<file path="config.mk">
export PLATFORM = sky130hd
export DESIGN_NAME = rx_err_gate
export DESIGN_NICKNAME = d
export VERILOG_FILES = /design/src/rtl/rx_err_pkg.sv /design/src/rtl/rx_err_flags.sv /design/src/rtl/rx_ready_ctl.sv /design/src/rtl/rx_req_gate.sv /design/src/rtl/rx_err_gate.sv
export SDC_FILE = /design/constraint.sdc
export NUM_CORES = 1
export LEC_CHECK = 0
export BUFFER_PORTS_ARGS = -buffer_cell sky130_fd_sc_hd__buf_2
export CAP_MARGIN = 5
export CORE_AREA = 2 2 39 41
export CTS_BUF_LIST = sky130_fd_sc_hd__clkbuf_4 sky130_fd_sc_hd__clkbuf_8 sky130_fd_sc_hd__clkbuf_16
export CTS_CLUSTER_SIZE = 28
export DETAILED_ROUTE_END_ITERATION = 10
export DIE_AREA = 0 0 41 43
export RECOVER_POWER = 100
export SYNTH_ARGS = -nofsm -noshare
export SYNTH_HDL_FRONTEND = slang
export SYNTH_HIERARCHICAL = 1
export SYNTH_SLANG_ARGS = --single-unit
</file>
<file path="constraint.sdc">
create_clock -name clk -period 2.25 [get_ports clk]
set_clock_uncertainty 0.05 [all_clocks]
set_input_delay 0.5625 -clock clk [delete_from_list [all_inputs] [get_ports clk]]
set_output_delay 0.5625 -clock clk [all_outputs]
set_load 0.1 [all_outputs]
</file>
<file path="src/rtl/rx_err_pkg.sv">
package rx_err_pkg;
    // Number of per-character error kinds and their bit positions.
    localparam int unsigned NUM_ERR = 3;
    localparam int unsigned ERR_FRM = 0;
    localparam int unsigned ERR_NSE = 1;
    localparam int unsigned ERR_PAR = 2;

    // Error kinds that feed the error interrupt (framing and noise).
    localparam logic [NUM_ERR-1:0] IRQ_ERR_MASK = NUM_ERR'((1 << ERR_FRM) | (1 << ERR_NSE));

    // Receive-holding state.
    typedef struct packed {
        logic rdy;
        logic ovr;
    } rdy_state_t;
endpackage

</file>
<file path="src/rtl/rx_err_flags.sv">
module rx_err_flags #(
    parameter int unsigned N = rx_err_pkg::NUM_ERR
) (
    input  logic         clk,
    input  logic         rst_n,
    input  logic         char_done,
    input  logic [N-1:0] err_in,
    input  logic [N-1:0] err_clr,
    output logic [N-1:0] flag
);
    logic [N-1:0] flag_d, flag_q;

    // Sticky flags: a new error wins over a clear at the same edge.
    always_comb begin
        for (int i = 0; i < N; i++) begin
            flag_d[i] = (char_done & err_in[i]) | (flag_q[i] & ~err_clr[i]);
        end
    end

    always_ff @(posedge clk) begin
        if (!rst_n) flag_q <= '0;
        else        flag_q <= flag_d;
    end

    assign flag = flag_q;
endmodule

</file>
<file path="src/rtl/rx_ready_ctl.sv">
module rx_ready_ctl
    import rx_err_pkg::*;
(
    input  logic clk,
    input  logic rst_n,
    input  logic char_done,
    input  logic char_bad,
    input  logic rd_stb,
    input  logic ovr_clr,
    input  logic cfg_ovr_off,
    input  logic cfg_halt_on_err,
    output logic data_rdy,
    output logic ovr_flag
);
    rdy_state_t st_d, st_q;
    logic accept;
    logic unread;
    logic ovr_hit;

    always_comb begin
        // A bad character is made visible only under the halt policy.
        accept  = char_done & (cfg_halt_on_err | ~char_bad);
        // A character read in this very cycle no longer counts as unread.
        unread  = st_q.rdy & ~rd_stb;
        ovr_hit = char_done & unread & ~cfg_ovr_off;

        st_d = st_q;
        st_d.ovr = ovr_hit | (st_q.ovr & ~ovr_clr);
        if (accept)      st_d.rdy = 1'b1;
        else if (rd_stb) st_d.rdy = 1'b0;
    end

    always_ff @(posedge clk) begin
        if (!rst_n) st_q <= '0;
        else        st_q <= st_d;
    end

    assign data_rdy = st_q.rdy;
    assign ovr_flag = st_q.ovr;
endmodule

</file>
<file path="src/rtl/rx_req_gate.sv">
module rx_req_gate #(
    parameter int unsigned         N        = rx_err_pkg::NUM_ERR,
    parameter logic [N-1:0]        IRQ_MASK = rx_err_pkg::IRQ_ERR_MASK
) (
    input  logic         data_rdy,
    input  logic         ovr_flag,
    input  logic [N-1:0] err_flag,
    input  logic         cfg_dma_en,
    input  logic         cfg_halt_on_err,
    input  logic         cfg_irq_en,
    output logic         dma_req,
    output logic         err_irq
);
    logic any_err;
    logic dma_mask;
    logic irq_src;

    always_comb begin
        any_err  = |err_flag;
        dma_mask = cfg_halt_on_err & any_err;
        irq_src  = ovr_flag | (|(err_flag & IRQ_MASK));
        dma_req  = data_rdy & cfg_dma_en & ~dma_mask;
        err_irq  = cfg_irq_en & irq_src;
    end
endmodule

</file>
<file path="src/rtl/rx_err_gate.sv">
module rx_err_gate #(
    parameter int unsigned  N_ERR    = rx_err_pkg::NUM_ERR,
    parameter logic [N_ERR-1:0] IRQ_MASK = rx_err_pkg::IRQ_ERR_MASK
) (
    input  logic             clk,
    input  logic             rst_n,
    input  logic             char_done,
    input  logic [N_ERR-1:0] err_in,
    input  logic             rd_stb,
    input  logic [N_ERR-1:0] err_clr,
    input  logic             ovr_clr,
    input  logic             cfg_ovr_off,
    input  logic             cfg_halt_on_err,
    input  logic             cfg_dma_en,
    input  logic             cfg_irq_en,
    output logic             data_rdy,
    output logic             ovr_flag,
    output logic [N_ERR-1:0] err_flag,
    output logic             dma_req,
    output logic             err_irq
);
    logic char_bad;

    assign char_bad = |err_in;

    rx_err_flags #(.N(N_ERR)) u_flags (
        .clk       (clk),
        .rst_n     (rst_n),
        .char_done (char_done),
        .err_in    (err_in),
        .err_clr   (err_clr),
        .flag      (err_flag)
    );

    rx_ready_ctl u_ready (
        .clk             (clk),
        .rst_n           (rst_n),
        .char_done       (char_done),
        .char_bad        (char_bad),
        .rd_stb          (rd_stb),
        .ovr_clr         (ovr_clr),
        .cfg_ovr_off     (cfg_ovr_off),
        .cfg_halt_on_err (cfg_halt_on_err),
        .data_rdy        (data_rdy),
        .ovr_flag        (ovr_flag)
    );

    rx_req_gate #(.N(N_ERR), .IRQ_MASK(IRQ_MASK)) u_gate (
        .data_rdy        (data_rdy),
        .ovr_flag        (ovr_flag),
        .err_flag        (err_flag),
        .cfg_dma_en      (cfg_dma_en),
        .cfg_halt_on_err (cfg_halt_on_err),
        .cfg_irq_en      (cfg_irq_en),
        .dma_req         (dma_req),
        .err_irq         (err_irq)
    );
endmodule

</file>
* Word level (Yosys, flattened, before mapping) *
Cells that the tools add are included.

storage, ports and cells
  latch bits = 0
  output and inout port bits = 7
  ROM bits = 0
  memories kept = 0
  input port bits = 15
  memory bits (writable) = 0
  logic and storage cells = 38
  flip-flop bits (word level) = 5

cells by class
  muxes and demuxes = 2
  $mul = 0
  reductions and logical operators = 4
  shifts and indexed selects = 0
  divide/modulo/power cells = 0
  equality and inequality tests = 0
  order comparisons = 0
  bitwise gates (word level) = 29
  $add $sub $neg = 0

operator list
  cell                count
  1-bit AND           15
  1-bit inverter      8
  1-bit bitwise OR    6
  3-bit OR reduction  2
  1-bit two-way mux   2
  2-bit nonzero test  1
  2-bit OR reduction  1

* Logic depth before layout (Yosys ltp) *
Gate-level depths: netlist of the first run.

  depth in word-level cells = 5
  mapped depth = 4
  mapped depth without buffers = 4

* Cells and area by module *
Netlist of the first run, hierarchy kept.

by module, submodules not included
  module        times used  area each (sq um)  sequential area each (sq um)  cells an instance
  rx_err_flags  1           112.6              60.1                          12
  rx_ready_ctl  1           96.3               40.0                          9
  rx_req_gate   1           23.8               0.0                           3
  rx_err_gate   1           6.3                0.0                           1

* Worst setup path after synthesis of the first run *
OpenSTA, ideal clock, no wires.

  path kind = reg-to-output
  start = register u_ready.st_q (netlist bit u_ready/data_rdy)
  end = output dma_req
  path buffers = 0
  stages on the path, launching flop included = 2
  data arrival time = 1.913 ns
  data required time = 1.637 ns
  slack = -0.276 ns
  path through = dfxtp_1 > and3_1

on the way
  longest elaborated chain between the ends = 2

ends and longest elaborated chain
  element                 RTL line            source
  start, declared         rx_ready_ctl.sv:15  rdy_state_t st_d, st_q;
  start signal, assigned  rx_ready_ctl.sv:35  else st_q <= st_d;
  1-bit AND (2 in a row)  rx_req_gate.sv:22   dma_req = data_rdy & cfg_dma_en & ~dma_mask;
  end, declared           rx_err_gate.sv:19   output logic dma_req,

Every way passes these cells.

* Worst setup path after layout of the first run *
  start = register u_flags.flag_q[1] (netlist: u_flags/flag[1])
  end = output dma_req

on the way
  longest elaborated chain between the ends = 4

ends and longest elaborated chain
  element                 RTL line            source
  start, declared         rx_err_flags.sv:11  logic [N-1:0] flag_d, flag_q;
  start signal, assigned  rx_err_flags.sv:22  else flag_q <= flag_d;
  3-bit OR reduction      rx_req_gate.sv:19   any_err = |err_flag;
  1-bit AND               rx_req_gate.sv:20   dma_mask = cfg_halt_on_err & any_err;
  1-bit inverter          rx_req_gate.sv:22
  1-bit AND               rx_req_gate.sv:22

Every way passes these cells.

==> qor.tcl, run 1 <==
set qor(outcome) {complete, no violations}
set qor(fin_tns_setup_ns) 0
set qor(timing.setup.critical_path_class) {flip-flop to primary output}
set qor(netlist-cell-type-count) 15
set qor(synth_nets) 40
set qor(vdd_ir_drop_max_uv) 267
set qor(fillerInstances) 167
set qor(fp.coreArea_mm2) 0.00138
set qor(syn_avg_cell_area_um2) 9.56
set qor(hold_path.class) {flip-flop to flip-flop}
set qor(power_per_cell_area_mw_per_mm2) 729
set qor(yosysSeqAreaShare_pct) 41.9
set qor(antenna_found_initial) 0
set qor(h-tree-depth) 1
set qor(synth.top_cells.by_area) {sky130_fd_sc_hd__dfxtp_1 42%, sky130_fd_sc_hd__a21boi_1 9.4%, sky130_fd_sc_hd__nand2b_1 7.9%}
set qor(detail_route.wl_per_cell_um) 9.88
set qor(clockBufferDepth) 2
set qor(ordered_list_of_cells_on_the_worst_path) {o31ai_1 > and3_2 > clkbuf_4}
set qor(design.portCount) 22
set qor(drc) 0
set qor(grt_first_pass_wirelength_um) 1070
set qor(cts-root-buf) {sky130_fd_sc_hd__clkbuf_4}
set qor(post_cts_hold_buffer_count) 0
set qor(num_vias) 276
set qor(clock_latency_ns) 0.24
set qor(setup_viol) 0
set qor(antenna_violating_nets_post_route) 0
set qor(critical_path.max_stage_delay_ns) 0.34
set qor(post_cts_setup_buffers) 0
set qor(static-leakage-power_nw) 0.201
set qor(synth_warnings) 6
set qor(final.period_utilization_pct) 86.1
set qor(largest_net_degree_at_the_start_of_global_routing) 6
set qor(worst_hold_slack_ns) 0.448
set qor(timing.critical_path.to_type) {primary output}
set qor(floorplan.die_area_mm2) 0.00176
set qor(critical_path_peak_fanout) 4
set qor(synth.largest_area_cell) {sky130_fd_sc_hd__dfxtp_1}
set qor(dr.first_iter.drc_count) 1
set qor(detailedRoute.firstPassIterationCount) 3
set qor(synth-seq-cells) 5
set qor(multi_input_comb_area_um2) 131
set qor(track_usage_pct) 9.63
set qor(die_y_um) 43
set qor(drive_above_1_share_pct) 58.0
set qor(tritoncts_clock_tree) {done}
set qor(post_cts_resized) 0
set qor(cts_buffers) 3
set qor(num_antenna_cells) 0
set qor(chipWidth_um) 41
set qor(register_area_um2) 101
set qor(syn_inst) 25
set qor(max_cap_violations) 0
set qor(flow.area_growth_from_synthesis_pct) 64.9
set qor(postRouteWirelength_um) 652
set qor(timing.final.max_slew_violations) 0
set qor(nets) 66
set qor(endpoint_required_time_on_the_critical_path_ns) 1.64
set qor(global_route.overflow_total) 0
set qor(hold_viol) 0
set qor(fp-row-count) 14
set qor(critical-path-top-delay-family) {flip-flops}
set qor(number_of_sinks_handled_by_clock_tree_synthesis) 5
set qor(timing.slew.headroom_pct) 64.0
set qor(yosys.area.top_type_share_pct) 41.9
set qor(io_buffers) 21
set qor(maxClockFrequency_mhz) 516
set qor(critical-path-slowest-cell) {sky130_fd_sc_hd__dfxtp_1}
set qor(initial_core_util_pct) 17.3
set qor(cp.buffers_inverters) 1
set qor(grt_pass1_vias) 284
set qor(worst_setup_path_start_kind) {flip-flop}
set qor(finalWeightedCongestion) 0.644
set qor(avgViaCountPerCell) 4.18
set qor(dp.final_hpwl_um) 558
set qor(period_minus_slack_ns) 1.94
set qor(timing_worst_slew_pin_value_ns) 0.542
set qor(post_synth_instance_area_um2) 239
set qor(unrepaired_setup_endpoints_after_global_routing) {false}
set qor(crit_arrival_ns) 1.32
set qor(worst_setup_hold_path_clk_slew_ns) 0.04
[stage by stage]
stage	worst slack, ns	area [um^2]	power [mW]	cells	utilization [%]
floorplan	0.0627	241	0.154	25	-
global placement	0.476	382	0.178	62	27.6
detailed placement	0.474	382	0.179	62	27.6
CTS	0.403	412	0.298	66	29.7
global route	0.204	394	0.305	66	28.5
finish	0.313	394	0.287	66	28.5
[synth_stat cells, drive strengths merged]
cell and count:
nand2b 4, nand2 3, dfxtp 5, o21a 1, nor2b 1, or3 1, a21boi 4, o21ai 1
inv 1, nor3b 1, o31a 1, and3 1, o31ai 1
[registers in the layout, summed over array words and instances (netlist names)]
| signal | flops |
|---|---|
| u_flags/flag | 3 |
| u_ready/data_rdy | 1 |
| u_ready/ovr_flag | 1 |
[final cells by class]
class,count,share of cell area [%]
Multi-Input combinational cell,19,33.3
Clock buffer,4,7.62
Sequential cell,5,25.7
Tap cell,16,5.08
Timing Repair Buffer,21,27.3
Inverter,1,0.952
[logic make-up after synthesis]
family          Yosys count  synth area share, %
simple gates             11                 31.4
buf+inv                   1                 1.57
flops                     5                 41.9
compound gates            8                 25.1
[per-layer routing]
metal,track usage (%),up-vias,routed length (um)
met1,8.33,126,256
met5,0,-,0
met4,6.00,0,0
met3,6.28,0,70
li1,-,137,-
met2,15.3,13,325
[report_power, final]
group,switching (mW),internal (mW),total (mW)
sequential,0.00454,0.0935,0.0981
clock,0.0353,0.0790,0.114
combinational,0.0548,0.0204,0.0751
[worst paths after layout]
| check | from | end | slack (ns) | cells after the start |
|---|---|---|---|---|
| hold reg to reg | u_ready/data_rdy | u_ready/data_rdy | 0.45 | 2 |
| setup / recovery | u_flags/flag[1] | dma_req | 0.31 | 3 |
| hold / removal | u_ready/data_rdy | u_ready/data_rdy | 0.45 | 2 |
| setup reg to reg | u_ready/data_rdy | u_ready/ovr_flag | 1.40 | 3 |
[cells in the final DEF, fill, tap and decap left out]
master	n
sky130_fd_sc_hd__buf_2	14
sky130_fd_sc_hd__inv_1	1
sky130_fd_sc_hd__and3_2	1
sky130_fd_sc_hd__nand2b_1	3
sky130_fd_sc_hd__dfxtp_1	4
sky130_fd_sc_hd__o31a_2	1
sky130_fd_sc_hd__a21boi_0	4
sky130_fd_sc_hd__nor3b_1	1
sky130_fd_sc_hd__dfxtp_2	1
sky130_fd_sc_hd__o31ai_1	1
sky130_fd_sc_hd__o21ai_0	1
sky130_fd_sc_hd__o21a_1	1
sky130_fd_sc_hd__or3_1	1
sky130_fd_sc_hd__nor2b_1	1
sky130_fd_sc_hd__clkbuf_4	5
sky130_fd_sc_hd__nand2b_4	1
sky130_fd_sc_hd__nand2_1	3
sky130_fd_sc_hd__clkbuf_2	6
[tightest hold or removal path: stages, from the launching register on]
cell and delay, ns:
sky130_fd_sc_hd__dfxtp_2 0.33, sky130_fd_sc_hd__nand2b_4 0.06, sky130_fd_sc_hd__a21boi_0 0.06
No activity file was read; power rests on OpenSTA's default activity.
==> inputs of run 2 (changes only) <==
Settings changed: CELL_PAD_IN_SITES_DETAIL_PLACEMENT set to 1, CELL_PAD_IN_SITES_GLOBAL_PLACEMENT set to 1, PLACE_DENSITY_LB_ADDON set to 0.1, SLEW_MARGIN set to 20.
==> run 2 against run 1 <==
Effect of this change:
- routed wire length rose by 12%
- maximum frequency fell by 0.76%
- final cell count did not move
- total power rose by 2.0%
- critical endpoint unchanged
==> qor.tcl, run 2 (synthesis gave the netlist of run 1 again) <==
set qor(outcome) {complete, no violations}
set qor(final.period_utilization_pct) 86.8
set qor(post_cts_resized) 0
set qor(post_cts_hold_buffer_count) 0
set qor(num_antenna_cells) 0
set qor(endpoint_required_time_on_the_critical_path_ns) 1.64
set qor(fin_tns_setup_ns) 0
set qor(power_mw) 0.293
set qor(mostFrequentLayoutCells) {14 x sky130_fd_sc_hd__buf_2, 6 x sky130_fd_sc_hd__clkbuf_2, 5 x sky130_fd_sc_hd__clkbuf_4}
set qor(finalWeightedCongestion) 0.649
set qor(number_of_sinks_handled_by_clock_tree_synthesis) 5
set qor(grt_first_pass_wirelength_um) 1280
set qor(drc) 0
set qor(static-leakage-power_nw) 0.201
set qor(worst_setup_path_start_kind) {flip-flop}
set qor(timing_worst_slew_pin_value_ns) 0.543
set qor(die_y_um) 43
set qor(setup_viol) 0
set qor(postRouteWirelength_um) 728
set qor(floorplan.die_area_mm2) 0.00176
set qor(largest_reg_flops) 3
set qor(global_route.overflow_total) 0
set qor(hp-start) {u_flags/flag[2]}
set qor(power_per_cell_area_mw_per_mm2) 744
set qor(detail_route.wl_per_cell_um) 11.0
set qor(holdPathEnd) {u_flags/flag[2]}
set qor(hold_viol) 0
set qor(post_cts_setup_buffers) 0
set qor(num_vias) 269
set qor(cell_count_of_the_worst_reg_to_reg_path) 3
set qor(antenna_violating_nets_post_route) 0
set qor(worst_setup_hold_path_clk_slew_ns) 0.05
set qor(period_minus_slack_ns) 1.95
set qor(design.portCount) 22
set qor(r2r_start) {u_ready/data_rdy}
set qor(grt_pass1_vias) 312
set qor(critical_path_peak_fanout) 4
set qor(track_usage_pct) 11.1
set qor(dp.final_hpwl_um) 627
set qor(postLayoutCoreUtil_pct) 28.5
set qor(antenna_found_initial) 0
set qor(tritoncts_clock_tree) {done}
set qor(vdd_ir_drop_max_uv) 251
set qor(worst-r2r-setup-slack_ns) 1.42
set qor(hold_path.class) {flip-flop to flip-flop}
set qor(fp-row-count) 14
set qor(drive_above_1_share_pct) 58.0
set qor(crit_arrival_ns) 1.34
set qor(largest_net_degree_at_the_start_of_global_routing) 6
set qor(timing.final.max_slew_violations) 0
set qor(chipWidth_um) 41
set qor(unrepaired_setup_endpoints_after_global_routing) {false}
set qor(cts-root-buf) {sky130_fd_sc_hd__clkbuf_4}
set qor(maxClockFrequency_mhz) 512
set qor(rr_endpoint) {u_ready/ovr_flag}
set qor(dr.first_iter.drc_count) 1
set qor(layout.cells.most_common) {sky130_fd_sc_hd__buf_2}
set qor(max_cap_violations) 0
set qor(detailedRoute.firstPassIterationCount) 2
set qor(flow.area_growth_from_synthesis_pct) 64.9
set qor(io_buffers) 21
set qor(timing.critical_path.to_type) {primary output}
set qor(initial_core_util_pct) 17.3
set qor(fp.coreArea_mm2) 0.00138
set qor(hold_depth) 2
set qor(timing.slew.headroom_pct) 64.0
set qor(cts_buffers) 3
set qor(dp_cells) 62
set qor(avgViaCountPerCell) 4.08
set qor(clock_latency_ns) 0.24
set qor(timing.setup.critical_path_class) {flip-flop to primary output}
set qor(nets) 66
set qor(h-tree-depth) 1
set qor(post_layout_nonfiller_instances) 66
set qor(clockBufferDepth) 2
## run 2: cell counts in the layout (fill, tap and decap cells not counted)
Identical to the previous run, type by type.
## run 2: cell type report
class                   count  area [um^2]
fillers                   177          990
multi-input cells          19          131
repair buffers             21          108
flip-flops and latches      5          101
clock buffers               4         30.0
well taps                  16         20.0
inverters                   1         3.75
## run 2: through the flow
step / instance area, um^2 / setup slack [ns] / hold slack (ns)
finish: 394 / 0.298 / 0.446
global route: 394 / 0.174 / 0.485
CTS: 412 / 0.374 / 0.444
detailed placement: 382 / 0.467 / 0.435
global placement: 382 / 0.475 / 0.429
floorplan: 241 / 0.0627 / 0.630
## run 2: per-layer routing
layer | track usage, % | wire length (um) | part of all wire (%) | vias up
met5 | 0 | 0 | 0 | -
met4 | 8.00 | 0 | 0 | 0
met3 | 3.66 | 90 | 12 | 0
met2 | 15.9 | 345 | 47 | 15
met1 | 13.2 | 292 | 40 | 117
li1 | - | - | - | 137
## run 2: worst max-delay path, stage by stage, from the launching register on
cell                       delay [ns]
sky130_fd_sc_hd__dfxtp_1         0.34
sky130_fd_sc_hd__o31ai_1         0.23
sky130_fd_sc_hd__and3_2          0.20
sky130_fd_sc_hd__clkbuf_4        0.32
## run 2: power by group
group	switching [mW]	internal (mW)	total [mW]	leakage (nW)
registers	0.00438	0.0934	0.0978	0.0414
clock network	0.0401	0.0793	0.119	0.0184
logic	0.0555	0.0204	0.0759	0.141
## run 2: how the worst max path moves through the flow
stage | endpoint | slack, ns | from | cells past startpoint
floorplan | err_irq | 0.06 | u_flags/flag[1] | 1
global placement | err_irq | 0.47 | cfg_irq_en | 3
detailed placement | err_irq | 0.47 | cfg_irq_en | 3
CTS | dma_req | 0.37 | u_flags/flag[1] | 3
global route | dma_req | 0.17 | u_flags/flag[1] | 3
finish | dma_req | 0.30 | u_flags/flag[1] | 3
